File: src/rtl/irq_flag_unit.sv
module irq_flag_unit #(
  parameter int PORT_W = 8,
  parameter int DW     = 8
) (
  input  logic              clk,
  input  logic              rst_n,
  input  logic              tmr_ovf_i,
  input  logic              adc_done_i,
  input  logic              pwm1_match_i,
  input  logic              pwm2_match_i,
  input  logic [PORT_W-1:0] port_in_i,
  input  logic              ext_pin_i,
  input  logic              ext_edge_sel_i,
  input  logic              cmp_out_i,
  input  logic              wr_flag_i,
  input  logic              wr_mask_i,
  input  logic [DW-1:0]     wr_data_i,
  input  logic              gie_set_i,
  input  logic              gie_clr_i,
  input  logic              irq_ack_i,
  output logic [DW-1:0]     flag_rd_o,
  output logic [DW-1:0]     mask_rd_o,
  output logic              gie_o,
  output logic              irq_o
);
  localparam int NSRC = 7;
  localparam int PADW = DW - NSRC;

  logic [NSRC-1:0]   flag_q, mask_q, evt, keep;
  logic [PORT_W-1:0] port_q;
  logic              ext_q, cmp_q, armed_q, gie_q;
  logic              ext_edge;

  assign ext_edge = ext_edge_sel_i ? (ext_q & ~ext_pin_i) : (~ext_q & ext_pin_i);

  assign evt = {armed_q & (cmp_q ^ cmp_out_i),
                pwm2_match_i,
                pwm1_match_i,
                adc_done_i,
                armed_q & ext_edge,
                armed_q & (|(port_q ^ port_in_i)),
                tmr_ovf_i};

  assign keep = wr_flag_i ? wr_data_i[NSRC-1:0] : '1;

  always_ff @(posedge clk or negedge rst_n) begin
    if (!rst_n) begin
      flag_q  <= '0;
      mask_q  <= '0;
      port_q  <= '0;
      ext_q   <= 1'b0;
      cmp_q   <= 1'b0;
      armed_q <= 1'b0;
      gie_q   <= 1'b0;
    end else begin
      flag_q  <= (flag_q & keep) | evt;
      if (wr_mask_i) mask_q <= wr_data_i[NSRC-1:0];
      port_q  <= port_in_i;
      ext_q   <= ext_pin_i;
      cmp_q   <= cmp_out_i;
      armed_q <= 1'b1;
      if (gie_clr_i || irq_ack_i) gie_q <= 1'b0;
      else if (gie_set_i)         gie_q <= 1'b1;
    end
  end

  assign flag_rd_o = {{PADW{1'b0}}, flag_q & mask_q};
  assign mask_rd_o = {{PADW{1'b0}}, mask_q};
  assign gie_o     = gie_q;
  assign irq_o     = gie_q & (|(flag_q & mask_q));
endmodule

File: config.mk
export PLATFORM = sky130hd
export DESIGN_NAME = irq_flag_unit
export DESIGN_NICKNAME = d
export VERILOG_FILES = /design/src/rtl/irq_flag_unit.sv
export SDC_FILE = /design/constraint.sdc
export NUM_CORES = 1
export LEC_CHECK = 0
export ABC_AREA = 1
export CELL_PAD_IN_SITES_DETAIL_PLACEMENT = 1
export CELL_PAD_IN_SITES_GLOBAL_PLACEMENT = 2
export CORE_ASPECT_RATIO = 1.25
export CORE_MARGIN = 4
export CORE_UTILIZATION = 21
export CTS_CLUSTER_SIZE = 25
export DETAILED_ROUTE_END_ITERATION = 10
export GPL_ROUTABILITY_DRIVEN = 0
export PLACE_DENSITY_LB_ADDON = 0.1
export SLEW_MARGIN = 20
export SYNTH_ARGS = -nofsm -noshare
export SYNTH_HDL_FRONTEND = slang
export SYNTH_SLANG_ARGS = --single-unit
File: constraint.sdc
create_clock -name clk -period 0.9 [get_ports clk]
set_clock_uncertainty 0.05 [all_clocks]
set_input_delay 0.135 -clock clk [delete_from_list [all_inputs] [get_ports clk]]
set_output_delay 0.135 -clock clk [all_outputs]
set_load 0.05 [all_outputs]
==> results list, run 1 <==
- In the routed design, unresolved DRC markers number 0.
- IO buf count: 44
* Num ports: 48
* Global-route wire length before repair: 5.14 mm
- The net count of the finished layout is 210.
- The count of pins over their slew limit was 0.
* Delay of the slowest critical-path stage: 430 ps
* Register area share after synthesis: 0.578
- The average instance in the mapped netlist occupies 9.78 um2.
* Fill cell count: 583
* Die Area: 6600 um2
* Most instantiated cells after synthesis: sky130_fd_sc_hd__nand2_1, sky130_fd_sc_hd__dfrtp_1, sky130_fd_sc_hd__inv_1
- In this run the number of H-tree levels came out at 1.
- STA classifies the critical path startpoint as a flip-flop.
* Top area cells in the synthesized netlist: sky130_fd_sc_hd__dfrtp_1, sky130_fd_sc_hd__nand2_1, sky130_fd_sc_hd__mux2_4
- The analysis attributes to cell leakage a power of 0.000973 uW.
- Tracing the worst setup path back leads to its startpoint at mask_q[2].
* Remaining global-route overflow: 0
- Worst-path clk slew: 90 ps
- Layout overhead on the synthesized area: 83.0%
- Element type at the critical path end: output pin
- The floorplan step defined a core boundary enclosing 5150 um2.
- Number of hold-slack violations in the final timing report: 0
- Footprint of the flip-flops and latches: 661 um2
- The via count of the first global-routing pass came to 1,085.
* CTS Hold Bufs: 0
* Cell Count Post-Placement: 233
- The HPWL after detailed placement is 2.43 mm.
* Power Density: 1550 nW/um2
* Ys flop type: sky130_fd_sc_hd__dfrtp_1
* Critical Path AT: 1280 ps
- Critical path peak fanout: 2
- Final standard cell utilization of the core: 0.399
- Antenna diodes: 0
- The Yosys step of the flow raised 0 warnings.
- In this run the critical register-to-register path is launched from mask_q[2].
- By instance count, the leading cell after synthesis is sky130_fd_sc_hd__nand2_1.
- Following the worst setup path forward leads to its endpoint at irq_o.
* Violated checks: negative setup slack
* Critical path class: reg2out
- The clock passes through at most 2 buffers.
- For this design, the slowest cell found on the critical path is sky130_fd_sc_hd__dfrtp_2.
- The cell sitting at the root of the clock tree is a sky130_fd_sc_hd__clkbuf_8.
- RSZ-0062 raised after global routing: true
* Share of the synthesized area in the top cell type: 0.578
- Dividing the detail-routed via count by the number of cells gives 4.01.
- Counting every sink on the clock net gives 26.
- Peak VDD IR: 0.673 mV
* Antenna-violating nets left: 0
* Cell area after placement: 1920 um2
* Pin count of the biggest net entering global routing: 27
- Yosys mapped a number of flops with a built-in enable equal to 0.
* Highest Clock Rate: 0.681 GHz
- R2R setup slack: -290 ps
- Initial antenna violation count: 0
- Placement row count: 29
- Yosys cell types: 15
* Clock tree from TritonCTS: done
* Share of final-layout standard cells stronger than drive strength 1: 0.397
* Yosys reg bits: 26
* TritonRoute pass-1 iters: 2
* Post-route setup slack: -569 ps
- Reg-to-Reg End: mask_q[2]
- The number of cells on the worst reg-to-reg path is 4.
- Post-Synthesis Cell Area: 1120 um2
* Number of buffers created by CTS: 3
- Across every metal layer, demand over resource in global routing totals 0.0971.
* Area of combinational cells with multiple inputs: 404 um2
- The clock reaches the later pin of the worst-skew pair after 260 ps.
* Setup violation total in the final timing report: 24
- DR vias: 967
* Final min period: 1470 ps
- Outcome: finished, violations left
- The final layout contains routed wiring with a total length of 3.08 mm.
* Cell taking the most area after synthesis: sky130_fd_sc_hd__dfrtp_1
- Cell breakdown of the critical path: nand2_2 > nand4_1 > o21a_4 > buf_6
* Initial standard-cell utilization of the core: 0.218
- Measured along the x axis, the die boundary spans 73.5 um.
* Synth Instances: 115
- With fillers left out, the area of the finished cells amounts to 2060 um2.
* Chip Height: 89.8 um
- Sum of negative setup slack: -5870 ps
* Data required time of the worst path: 710 ps
- Once layout is complete, the cells apart from fillers number 241.
- For this block, the initial DRC count from the detailed router was 24.
- Of all flip-flops after synthesis, the portion carrying an async set or reset was 1.00.
* Tcrit/Tclk final: 1.63
- Max-cap violations in this run came to 0.
- Worst hold path class: in2async
* Routed length per placed instance: 12.8 um
-- worst min-delay path by stage --
stage                end      start  slack, ps
2_1_floorplan    armed_q      rst_n       -210
3_3_place_gp   flag_q[5]  flag_q[5]        440
3_5_place_dp   flag_q[1]    armed_q        450
4_1_cts        mask_q[4]      rst_n        170
5_1_grt        mask_q[4]      rst_n        190
6_report       port_q[3]      rst_n        170
-- metal layers --
| metal | up-vias | track usage | share of wire |
|---|---|---|---|
| li1 | 472 | - | - |
| met1 | 465 | 0.120 | 0.41 |
| met2 | 28 | 0.169 | 0.52 |
| met3 | 2 | 0.0223 | 0.067 |
| met4 | 0 | 0.0181 | 0.0081 |
| met5 | - | 0 | 0 |
-- cells in the final DEF (no fill, tap or decap) --
master,Yosys,final
sky130_fd_sc_hd__xnor2_1,4,4
sky130_fd_sc_hd__nand3_2,0,1
sky130_fd_sc_hd__nand2_1,31,24
sky130_fd_sc_hd__buf_4,2,7
sky130_fd_sc_hd__clkinvlp_4,0,1
sky130_fd_sc_hd__nor2_1,4,2
sky130_fd_sc_hd__inv_2,0,7
sky130_fd_sc_hd__nand2_2,0,7
sky130_fd_sc_hd__dlygate4sd2_1,0,1
sky130_fd_sc_hd__a21boi_0,1,1
sky130_fd_sc_hd__dfrtp_1,26,18
sky130_fd_sc_hd__conb_1,2,3
sky130_fd_sc_hd__inv_1,22,14
sky130_fd_sc_hd__buf_12,0,17
sky130_fd_sc_hd__o21ai_1,0,3
sky130_fd_sc_hd__dfrtp_2,0,8
sky130_fd_sc_hd__clkbuf_8,0,3
sky130_fd_sc_hd__mux2_4,7,7
sky130_fd_sc_hd__clkbuf_1,0,1
sky130_fd_sc_hd__o21a_4,0,1
sky130_fd_sc_hd__o21ai_0,11,8
sky130_fd_sc_hd__buf_6,1,10
sky130_fd_sc_hd__nand4_1,1,1
sky130_fd_sc_hd__nor3_1,1,1
sky130_fd_sc_hd__nor2_2,0,2
sky130_fd_sc_hd__clkdlybuf4s50_1,0,27
-- metrics by stage --
stage	total power, uW	hold slack, ps	setup slack [ps]
after CTS	3230	170	-554
final	3190	170	-569
after global routing	3350	185	-602
after global placement	2440	436	-389
after detailed placement	2460	446	-416
after floorplan	1810	-211	-273
-- power by group --
group          internal, uW  switching, uW  total (uW)  leakage (uW)
combinational           627            568        1190      0.000663
sequential             1260           58.1        1320      0.000288
clock                   316            358         675     0.0000228
-- cell families (layout without fill, tap and decap cells) --
group | after synthesis | after routing | share of synthesized area
other | 2 | 3 | 0.00668
flip-flops | 26 | 26 | 0.578
AND/OR/NAND/NOR | 38 | 38 | 0.131
buffers and inverters | 25 | 88 | 0.0968
multiplexers | 7 | 7 | 0.0934
XOR/XNOR | 4 | 4 | 0.0311
AO/OA/AOI/OAI | 13 | 13 | 0.0623
-- cell type report --
cell class,instances,area share
Clock buffer,4,0.0219
Multi-Input combinational cell,65,0.196
Timing Repair Buffer,62,0.381
Tap cell,62,0.0377
Sequential cell,26,0.321
Inverter,22,0.0419
-- sequential cells by signal, summed over array words and instances, names as in the netlist --
name     flops
mask_q       7
armed_q      1
port_q       8
ext_q        1
gie_o        1
cmp_q        1
flag_q       7
-- critical path, delay by kind of cell (launching register included) --
family / cells / cell delay, ps
buffers and inverters: 1 / 140
AOI/OAI and AO/OA: 1 / 230
and+or+nand+nor: 2 / 220
DFF: 1 / 430
-- repair_timing --
item,4_1_cts,5_1_grt
endpoints found under the setup margin,25,30
pin swaps,4,3
setup buffers,7,5
resized for setup,24,10
No activity file was read; power rests on OpenSTA's default activity.
==> inputs of run 2 (changes only) <==
- PLACE_DENSITY_LB_ADDON: 0.1 -> 0.3
==> results list, run 2 (synthesis results as in run 1) <==
* Number of max-slew violations in the final report: 0
- Element type at the critical path end: output pin
- Drt drc: 0
- Initial standard-cell utilization of the core: 0.218
* Placement row count: 29
- The via count of the first global-routing pass is 1,184.
- Clk sink count: 26
- Across the VDD grid, the largest voltage drop is 0.588 mV.
* Power Density: 1560 nW/um2
- CTS placed an instance of sky130_fd_sc_hd__clkbuf_8 at the clock tree root.
- Area of the core: 5150 um2
- The critical path goes through nand2_2 > nand4_1 > o21a_4 > buf_6.
- After clock tree synthesis, the clock-pin slew on the worst setup and hold paths is 100 ps.
* Fill cell count: 585
- The pre-antenna-repair detailed-routing pass consisted of 2 iterations.
- Final Hold Slack: 151 ps
* Tcrit/Tclk final: 1.62
- Leak: 0.00102 uW
- Chip Height: 89.8 um
- Pin count of the biggest net entering global routing: 27
* Detailed Route Iter0 Violations: 19
* Max Cap Violations: 0
- Number of buffers on the longest clock path: 2
- On the critical path the largest part of the delay comes from flip-flops.
- Registers with the most flip-flops: port_q (8), flag_q (7), mask_q (7)
* Highest-count cells in the layout ignoring fill and taps: sky130_fd_sc_hd__clkdlybuf4s50_1, sky130_fd_sc_hd__nand2_1, sky130_fd_sc_hd__dfrtp_1, sky130_fd_sc_hd__buf_6, sky130_fd_sc_hd__buf_12
- Critical Path AT: 1280 ps
- Leading cell type in the layout, fill and taps excluded: sky130_fd_sc_hd__clkdlybuf4s50_1
- The first global-routing pass estimated 5.49 mm of wire.
* Highest Clock Rate: 0.685 GHz
- Num ports: 48
- Share of final-layout standard cells stronger than drive strength 1: 0.414
- The final reports fail on negative setup slack.
- Initial antenna violation count: 0
- After layout, the design draws a total of 3370 uW.
- Outcome: finished, violations left
* Post-route setup slack: -560 ps
* Antenna-violating nets left: 0
* Dpl hpwl: 2.57 mm
* Setup violation total in the final timing report: 24
- Leaving out filler cells and counting taps, the final layout contains 248.
- The die covers 6600 um2.
* Source-to-sink clock delay at the later pin of the worst-skew pair: 270 ps
- For this run, the total global-route usage over all layers was measured as 0.105.
* Crit path max-delay cell type: sky130_fd_sc_hd__dfrtp_2
- In this run, placement finished with an instance count of 235.
* Most flops, register: port_q
- For the worst setup path, the data required time is 710 ps.
* Total wirelength of the detailed-routed design: 3.24 mm
- Number of nets in the finished design: 217
- The routed layout has 994 vias.
- In this run the horizontal extent of the chip is 73.5 um.
* Sum of negative setup slack: -6880 ps
- Layout overhead on the synthesized area: 92.1%
- TritonCTS built the clock tree.
* Max reg flops: 8
* Final standard cell utilization of the core: 0.419
- Using the TritonRoute via totals, the vias-per-cell ratio works out to 4.01.
* Remaining global-route overflow: 0
- Critical path class: reg2out
* Number of hold-slack violations in the final timing report: 0
- Critical path peak fanout: 2
- Buf/Inv on CP: 1
* Antenna diodes: 0
* RSZ-0062 raised after global routing: true
- In this run the tool buffered the top-level ports with 44 buffer cells.
- Sort of element at the start of the critical path: flip-flop
* Number of buffers created by CTS: 3
* Delay of the slowest critical-path stage: 420 ps
- Final min period: 1460 ps
* Count of H-tree levels built during CTS: 1
- Worst hold path class: in2async
- Routed length per placed instance: 13.1 um
[run 2: cell count changes in the layout (fill, tap and decap cells not counted), sizes merged]
| cell | change |
|---|---|
| buf | +7 |
[run 2: worst paths after layout]
path	slack, ps	endpoint	start	cells after the start
setup / recovery	-560	irq_o	mask_q[3]	4
hold / removal	150	mask_q[4]	rst_n	2
hold reg to reg	460	flag_q[1]	armed_q	2
setup reg to reg	-300	mask_q[2]	mask_q[2]	4
min in group clk	300	ext_q	ext_pin_i	1
max in group asynchronous	460	mask_q[6]	rst_n	2
[run 2: timing repair]
action	4_1_cts	5_1_grt
pin swaps	4	6
setup endpoints to repair	24	27
cloned	0	0
hold buffers	0	0
buffers inserted	6	12
gates resized for setup	25	18
[run 2: cell type report]
cell class | instances | area, um2 | area share
Multi-Input combinational cell | 65 | 402 | 0.186
Inverter | 22 | 98.8 | 0.0457
Timing Repair Buffer | 69 | 867 | 0.401
Tap cell | 62 | 77.6 | 0.0359
Sequential cell | 26 | 661 | 0.306
Clock buffer | 4 | 55.1 | 0.0255
[run 2: where the power goes]
| group | internal, uW | switching, uW | total, uW |
|---|---|---|---|
| clock | 391 | 362 | 753 |
| combinational | 700 | 597 | 1300 |
| sequential | 1260 | 62.5 | 1320 |
[run 2: stage by stage]
step / cell area (um2) / setup slack [ps]
5_1_grt: 2160 / -641
4_1_cts: 2080 / -547
2_1_floorplan: 1150 / -273
6_report: 2160 / -560
3_3_place_gp: 1940 / -386
3_5_place_dp: 1940 / -413
[run 2: layer usage]
layer	wire, um	GRT usage
met5	0	0
met4	47	0.0453
met2	1940	0.189
met1	1140	0.122
met3	108	0.00893
